`src/rtl/intc_pkg.sv`:
```
package intc_pkg;
  typedef struct packed {
    logic statWr;
    logic maskWr;
    logic statSel;
    logic maskSel;
  } regStrobe_t;
endpackage

```
`src/rtl/intc_ctrl.sv`:
```
module intc_ctrl #(
  parameter int ADDR_W = 32,
  parameter logic [ADDR_W-1:0] STAT_ADDR = 32'h1F80_1070,
  parameter logic [ADDR_W-1:0] MASK_ADDR = 32'h1F80_1074
) (
  input  logic clk,
  input  logic rstN,
  input  logic [ADDR_W-1:0] busAddr,
  input  logic busWrEn,
  output intc_pkg::regStrobe_t strobe
);
  logic hitStat;
  logic hitMask;

  always_comb begin
    hitStat = (busAddr == STAT_ADDR);
    hitMask = (busAddr == MASK_ADDR);
    strobe.statSel = hitStat;
    strobe.maskSel = hitMask;
    strobe.statWr = hitStat && busWrEn;
    strobe.maskWr = hitMask && busWrEn;
  end

  // at most one register is ever selected
  a_r2_one_select: assert property (@(posedge clk) disable iff (!rstN)
    $onehot0({strobe.statSel, strobe.maskSel}));
  // a write strobe only follows an asserted bus write
  a_r3_write_needs_en: assert property (@(posedge clk) disable iff (!rstN)
    (strobe.statWr || strobe.maskWr) |-> busWrEn);
endmodule

```
`src/rtl/intc_regs.sv`:
```
module intc_regs #(
  parameter int NUM_SRC = 11,
  parameter int DATA_W = 32
) (
  input  logic clk,
  input  logic rstN,
  input  intc_pkg::regStrobe_t strobe,
  input  logic [DATA_W-1:0] busWData,
  output logic [DATA_W-1:0] busRData,
  input  logic [NUM_SRC-1:0] irqSrc,
  output logic irqPending
);
  logic [NUM_SRC-1:0] statQ;
  logic [NUM_SRC-1:0] maskQ;
  logic [NUM_SRC-1:0] prevSrc;
  logic [NUM_SRC-1:0] riseVec;
  logic [NUM_SRC-1:0] wLow;

  assign wLow = busWData[NUM_SRC-1:0];

  for (genvar i = 0; i < NUM_SRC; i++) begin : g_bit
    assign riseVec[i] = irqSrc[i] && !prevSrc[i];

    always_ff @(posedge clk) begin
      if (!rstN) begin
        statQ[i] <= 1'b0;
        maskQ[i] <= 1'b0;
        prevSrc[i] <= 1'b0;
      end else begin
        prevSrc[i] <= irqSrc[i];
        if (riseVec[i]) statQ[i] <= 1'b1;
        else if (strobe.statWr) statQ[i] <= statQ[i] && wLow[i];
        if (strobe.maskWr) maskQ[i] <= wLow[i];
      end
    end
  end

  always_comb begin
    busRData = '0;
    if (strobe.statSel) busRData[NUM_SRC-1:0] = statQ;
    else if (strobe.maskSel) busRData[NUM_SRC-1:0] = maskQ;
  end

  assign irqPending = |(statQ & maskQ);

  // after a status write, no bit is set that was neither kept nor newly raised
  a_r3_and_clear: assert property (@(posedge clk) disable iff (!rstN)
    strobe.statWr |=> ((statQ & ~(($past(statQ) & $past(wLow)) | $past(riseVec))) == '0));
  // without a write, status only gains bits from rising edges
  a_r5_no_spurious: assert property (@(posedge clk) disable iff (!rstN)
    !strobe.statWr |=> ((statQ & ~($past(statQ) | $past(riseVec))) == '0));
  // a rising edge always lands, even against a clearing write
  a_r6_set_wins: assert property (@(posedge clk) disable iff (!rstN)
    (|riseVec) |=> ((statQ & $past(riseVec)) == $past(riseVec)));
  // the mask captures the low write bits
  a_r4_mask_load: assert property (@(posedge clk) disable iff (!rstN)
    strobe.maskWr |=> (maskQ == $past(wLow)));
endmodule

```
`src/rtl/intc_gate.sv`:
```
module intc_gate #(
  parameter int DATA_W = 32,
  parameter int INSTR_BYTES = 4,
  parameter int PEND_BIT = 10,
  parameter int BD_BIT = 31
) (
  input  logic clk,
  input  logic rstN,
  input  logic irqPending,
  input  logic [DATA_W-1:0] cpuStatus,
  input  logic [DATA_W-1:0] cpuCause,
  input  logic [DATA_W-1:0] curPc,
  input  logic inDelaySlot,
  output logic irqTake,
  output logic [DATA_W-1:0] epcOut,
  output logic [DATA_W-1:0] causeOut
);
  localparam logic [DATA_W-1:0] LINE_MASK = DATA_W'(32'h0000_FF00);
  localparam int CODE_LO = 2;
  localparam int CODE_HI = 6;

  logic [DATA_W-1:0] effCause;

  always_comb begin
    effCause = cpuCause;
    effCause[PEND_BIT] = irqPending;
    irqTake = cpuStatus[0] && ((cpuStatus & effCause & LINE_MASK) != '0);
    epcOut = inDelaySlot ? (curPc - DATA_W'(INSTR_BYTES)) : curPc;
    causeOut = effCause;
    if (irqTake) begin
      causeOut[CODE_HI:CODE_LO] = '0;
      causeOut[BD_BIT] = inDelaySlot;
    end
  end

  // the global enable must be on for a take
  a_r8_enable_gates: assert property (@(posedge clk) disable iff (!rstN)
    !cpuStatus[0] |-> !irqTake);
  // the pending line reaches cause bit 10
  a_r7_pend_in_cause: assert property (@(posedge clk) disable iff (!rstN)
    causeOut[PEND_BIT] == irqPending);
  // a taken interrupt carries exception code 0
  a_r9_code_zero: assert property (@(posedge clk) disable iff (!rstN)
    irqTake |-> (causeOut[CODE_HI:CODE_LO] == '0));
  // branch-delay flag follows the slot input on a take
  a_r10_bd_flag: assert property (@(posedge clk) disable iff (!rstN)
    irqTake |-> (causeOut[BD_BIT] == inDelaySlot));
endmodule

```
`src/rtl/intc_top.sv`:
```
module intc_top #(
  parameter int NUM_SRC = 11,
  parameter int ADDR_W = 32,
  parameter int DATA_W = 32,
  parameter logic [ADDR_W-1:0] STAT_ADDR = 32'h1F80_1070,
  parameter logic [ADDR_W-1:0] MASK_ADDR = 32'h1F80_1074
) (
  input  logic clk,
  input  logic rstN,
  input  logic [ADDR_W-1:0] busAddr,
  input  logic busWrEn,
  input  logic [DATA_W-1:0] busWData,
  output logic [DATA_W-1:0] busRData,
  input  logic [NUM_SRC-1:0] irqSrc,
  output logic irqPending,
  input  logic [DATA_W-1:0] cpuStatus,
  input  logic [DATA_W-1:0] cpuCause,
  input  logic [DATA_W-1:0] curPc,
  input  logic inDelaySlot,
  output logic irqTake,
  output logic [DATA_W-1:0] epcOut,
  output logic [DATA_W-1:0] causeOut
);
  intc_pkg::regStrobe_t strobe;

  intc_ctrl #(.ADDR_W(ADDR_W), .STAT_ADDR(STAT_ADDR), .MASK_ADDR(MASK_ADDR)) u_ctrl (
    .clk(clk), .rstN(rstN), .busAddr(busAddr), .busWrEn(busWrEn), .strobe(strobe));

  intc_regs #(.NUM_SRC(NUM_SRC), .DATA_W(DATA_W)) u_regs (
    .clk(clk), .rstN(rstN), .strobe(strobe), .busWData(busWData),
    .busRData(busRData), .irqSrc(irqSrc), .irqPending(irqPending));

  intc_gate #(.DATA_W(DATA_W)) u_gate (
    .clk(clk), .rstN(rstN), .irqPending(irqPending), .cpuStatus(cpuStatus),
    .cpuCause(cpuCause), .curPc(curPc), .inDelaySlot(inDelaySlot),
    .irqTake(irqTake), .epcOut(epcOut), .causeOut(causeOut));
endmodule

```
`config.mk`:
```
export PLATFORM = sky130hd
export DESIGN_NAME = intc_top
export DESIGN_NICKNAME = d
export VERILOG_FILES = /design/src/rtl/intc_pkg.sv /design/src/rtl/intc_ctrl.sv /design/src/rtl/intc_regs.sv /design/src/rtl/intc_gate.sv /design/src/rtl/intc_top.sv
export SDC_FILE = /design/constraint.sdc
export NUM_CORES = 1
export LEC_CHECK = 0
export ABC_AREA = 1
export BUFFER_PORTS_ARGS = -buffer_cell sky130_fd_sc_hd__buf_2
export CAP_MARGIN = 10
export CELL_PAD_IN_SITES_DETAIL_PLACEMENT = 1
export CELL_PAD_IN_SITES_GLOBAL_PLACEMENT = 2
export CORE_ASPECT_RATIO = 1.5
export CORE_MARGIN = 3
export CORE_UTILIZATION = 15
export DETAILED_ROUTE_END_ITERATION = 10
export HOLD_SLACK_MARGIN = 0.06
export PLACE_DENSITY_LB_ADDON = 0.08
export SYNTH_ARGS = -nofsm -noshare
export SYNTH_HDL_FRONTEND = slang
export SYNTH_HIERARCHICAL = 1
export SYNTH_SLANG_ARGS = --single-unit
```
`constraint.sdc`:
```
create_clock -name clk -period 1.25 [get_ports clk]
set_input_delay 0.25 -clock clk [delete_from_list [all_inputs] [get_ports clk]]
set_output_delay 0.25 -clock clk [all_outputs]
set_load 0.03 [all_outputs]
```
---- Yosys cells after proc, flatten, opt, wreduce, memory -nomap -nowiden ----
Index checks and enable logic that the tools add are counted.
storage, ports and cells
  bits of input ports ..................... 175
  register bits ........................... 33
  word-level logic and storage cells ...... 114
  output and inout port bits .............. 98
cells by class
  reduce and logical (&&, ||, !) cells .... 49
  muxes and demuxes ....................... 27
  $add $sub $neg .......................... 1
  eq/ne operators ......................... 2
  bitwise gates (word level) .............. 2
operators with widths
  kind                                                 number
  == test 32 x 29 -> 1 bit (second input constant)     2
  two-way mux 32 bit                                   1
  nonzero test 32 bit                                  1
  subtractor 32 x 3 -> 32 bit (second input constant)  1
  logical AND 1 bit                                    25
  two-way mux 1 bit                                    23
  two-way mux 11 bit                                   2
  nonzero test 2 bit                                   11
  bitwise AND 16 bit                                   1
  bitwise AND 11 bit                                   1
  zero test 1 bit                                      11
  OR reduction 11 bit                                  1
  two-way mux 5 bit                                    1

---- Longest topological paths before layout ----
  word-level depth ........................ 6
  gate-level depth with buffers ........... 12
  mapped depth without buffers ............ 10

---- Modules after synthesis ----
The synthesis kept the hierarchy.
modules (own cells, without submodules)
  module     times used  area an instance (um2)  sequential area each (um2)  cells an instance
  intc_regs  1           1,471.4                 660.6                       209
  intc_gate  1           1,315.0                 0.0                         263
  intc_ctrl  1           256.5                   0.0                         65

---- Least setup slack after synthesis ----
Ideal clock, no wire load.
  path type ............................... register to output
  start point ............................. register u_regs.statQ[6]
  end point ............................... output causeOut[31]
  cell stages (with the launch flop) ...... 10
  data required time ...................... 1,000 ps
  buffers on the path ..................... 0
  arrival time ............................ 1,993 ps
  slack ................................... -993 ps
  path through ............................ dfxtp_1 -> nand2_1 -> nand2_1 -> nor2_1 -> nand3_1 -> nand2_1 -> nand2_1 -> nor2_1 -> a21boi_2 -> o21ai_0
between the ends
  word-level cells in the longest chain between the ends .. 6
ends and longest elaborated chain
  what                              RTL line         RTL
  start: declaration                intc_regs.sv:13  logic [NUM_SRC-1:0] statQ;
  start signal: indexed assignment  intc_regs.sv:32  else if (strobe.statWr) statQ[i] <= statQ[i] && wLow[i];
  bitwise AND 11 bit                intc_regs.sv:44  assign irqPending = |(statQ & maskQ);
  OR reduction 11 bit               intc_regs.sv:44
  named net irqPending              intc_top.sv:15   output logic irqPending,
  bitwise AND 16 bit                intc_gate.sv:27  irqTake = cpuStatus[0] && ((cpuStatus & effCause & LINE_MASK) != '0);
  nonzero test 32 bit               intc_gate.sv:27
  logical AND 1 bit                 intc_gate.sv:27
  named net irqTake                 intc_top.sv:20   output logic irqTake,
  two-way mux 1 bit                 intc_gate.sv:30  if (irqTake) begin
  end: declaration                  intc_top.sv:22   output logic [DATA_W-1:0] causeOut
The timed path passes the listed nets, and every way through them passes these cells.

---- Final worst setup path ----
  start point ............................. register u_regs.maskQ[4]
  end point ............................... output causeOut[3]
between the ends
  word-level cells in the longest chain between the ends .. 6
ends and longest elaborated chain
  what                              RTL line         RTL
  start: declaration                intc_regs.sv:14  logic [NUM_SRC-1:0] maskQ;
  start signal: indexed assignment  intc_regs.sv:33  if (strobe.maskWr) maskQ[i] <= wLow[i];
  bitwise AND 11 bit                intc_regs.sv:44
  OR reduction 11 bit               intc_regs.sv:44
  bitwise AND 16 bit                intc_gate.sv:27
  nonzero test 32 bit               intc_gate.sv:27
  logical AND 1 bit                 intc_gate.sv:27
  two-way mux 5 bit                 intc_gate.sv:30
No other way between the ends.

==> metrics.cfg <==
[sta]
setup_viol=59
rsz0062_at_grt=true
hold_violations=0
finalCriticalPeriod_ns=1.97
fin_crit_sh_pct=157
timing.final.max_slew_violations=0
fin_skew_ns=0.000376
setup_ws_ns=-0.717
hold_slack_ns=0.175
max_freq_mhz=508

[critical_path]
slowest_delay_ns=0.32
crit_chain=nand2_2 > nand2_2 > nor2_2 > nand3_2 > nand2_2 > nand2_2 > nor2_4 > a21boi_4 > buf_4 > nor2_2 > buf_6
criticalPathCategory=flip-flop to output port
crit_slowest_cell=dfxtp_2
cp_data_required_time_ns=1.00
crit_path_frequent_cell=nand2_2
critPathMaxFanout=7
critPathLaunchType=flip-flop
worstRegToRegCells=3
endpoint_kind=output port
critPathArrivalTime_ns=1.72

[pwr]
internal-power_w=0.00253
peakVddDrop_uv=401
p_comb_share_pct=39.1
pwr-share-seq_pct=30.1
swShare_pct=33.4
power_density_nw_per_um2=561
power.switching_w=0.00127
power.leakage_nw=3.43
p_clk_share_pct=30.7

[die]
dieArea_um2=22100
die_x_um=122
io-pin-count=273
die_y_um=180
initial_core_util_pct=15.3
rows=63
core_area_um2=19900

[cells_and_area]
finalNonFillerCells=1051
fillers=2455
final_net_count=966
seq_area_um2=687
multi_input_area_um2=2820
most-common-layout-cells=buf_2 (97), buf_6 (91), nand2_1 (90)
drive_gt1_share_pct=66.9
final_common_cell=buf_2
fin_area_um2=6760
fin_util_pct=34.0
areaGrowthSynthToFinish_pct=122
n_antenna_cell=0

[outcome]
violations=negative setup slack
status=complete, but fails checks

[placement]
place_area_um2=5080
dpl.cell_count=1010
dp_hpwl_um=11400
portBuffers=166
gp_congestion=0.780

[min_path]
hp-class=primary input to flip-flop
whs_path_depth=3

[clock_network]
cts_sinks=33
clkLatencyLatePin_ns=0.28
clockBufferDepth=2
cts-root-buf=clkbuf_16
path_clk_slew_ns=0.05
cts_buffers=5
cts_tree=yes
cts_htree_levels=2

[synthesis]
syn-cell-area_um2=3040
yosysUniqueCellTypes=24
ys_seq_area_share_pct=21.7
synth_seq_cells=33
yosys_warnings=6
avgSynthCellArea_um2=5.67
synth_cells=537

[global_route]
grt_pass1_vias=4491
grt_antenna_before_repair=2
grt.overflow.total=0
track_usage_pct=12.5
grt_pass1_wl_um=22000
grt_max_degree=34

[drt]
drc=0
firstDrtPassIters=6
via_per_inst=3.90
drt-initial-drc-count=68
wl_per_cell_um=13.4
wirelength_um=14100
vias=4095
ant_nets=0

[flow_run]
maxCapViolCount=0

==> cell families after synthesis <==
logic type	count (synthesis)	share of synthesized area (%)
AND/OR/NAND/NOR	314	43.6
XOR/XNOR	13	3.74
AO/OA/AOI/OAI	31	5.84
flip-flops	33	21.7
adder cells (fa/ha/maj)	1	0.411
buffers and inverters	144	24.5
other	1	0.123
==> timing repair <==
action,in CTS,in global routing
pin swaps,100,74
cloned,3,0
setup endpoints to repair,61,71
buffers inserted,25,10
resized for setup,304,81
hold buffers,0,0
==> worst paths after layout <==
path	end	slack [ns]	start
min reg2reg	u_regs/statQ[9]	0.42	u_regs/prevSrc[9]
min	u_regs/prevSrc[0]	0.18	irqSrc[0]
max	causeOut[3]	-0.72	u_regs/maskQ[4]
max reg2reg	u_regs/maskQ[0]	0.48	u_regs/maskQ[0]
==> layout make-up <==
class | instances | share of cell area (%)
Inverter | 84 | 5.61
Timing Repair inverter | 1 | 0.111
Clock buffer | 8 | 2.02
Timing Repair Buffer | 285 | 35.6
Multi-Input combinational cell | 380 | 41.7
Sequential cell | 33 | 10.2
Tap cell | 260 | 4.81
==> worst max-delay path: cells and delay by family (launching register included) <==
kind	cells	cell delay [ns]
buffers and inverters	2	0.30
and+or+nand+nor	8	0.70
DFF	1	0.32
AOI/OAI and AO/OA	1	0.11
==> cell usage after synthesis, drive strengths merged <==
master / n / area, um^2
nand2: 169 / 649
nor2: 109 / 469
inv: 84 / 315
buf: 59 / 428
dfxtp: 33 / 661
nand3: 27 / 150
o21ai: 18 / 90.1
xor2: 12 / 105
o22ai: 11 / 68.8
nand4: 7 / 43.8
nand3b: 2 / 15.0
a21boi: 1 / 11.3
clkbuf: 1 / 3.75
conb: 1 / 3.75
ha: 1 / 12.5
o21bai: 1 / 7.51
xnor2: 1 / 8.76
==> routing by layer <==
layer	part of all wire (%)	track usage [%]	vias to the layer above	wire length, um
met5	0.24	0	-	34
met4	1.1	2.78	4	157
met3	5.5	2.01	21	773
met2	59	25.0	115	8290
met1	34	13.2	1914	4820
li1	-	-	2041	-
==> stage by stage <==
step / setup WS (ns) / power [W] / TNS (ns)
6_report: -0.717 / 0.00379 / -20.19
5_1_grt: -0.826 / 0.00399 / -27.05
4_1_cts: -0.789 / 0.00376 / -21.71
3_5_place_dp: -0.648 / 0.00233 / -30.04
3_3_place_gp: -0.605 / 0.00231 / -28.89
2_1_floorplan: -0.503 / 0.00194 / -6.51
==> power groups by stage <==
| stage | clock, W | sequential (W) | combinational [W] |
|---|---|---|---|
| 4_1_cts | 0.00120 | 0.00114 | 0.00142 |
| 6_report | 0.00117 | 0.00114 | 0.00148 |
| 3_3_place_gp | 0 | 0.00116 | 0.00116 |
| 5_1_grt | 0.00124 | 0.00115 | 0.00160 |
| 3_5_place_dp | 0 | 0.00116 | 0.00117 |
| 2_1_floorplan | 0 | 0.00116 | 0.000785 |
==> flip-flops by register name, indices dropped and copies added, names as in the netlist <==
register / count
u_regs/statQ: 11
u_regs/prevSrc: 11
u_regs/maskQ: 11
No activity file was read; power rests on OpenSTA's default activity.
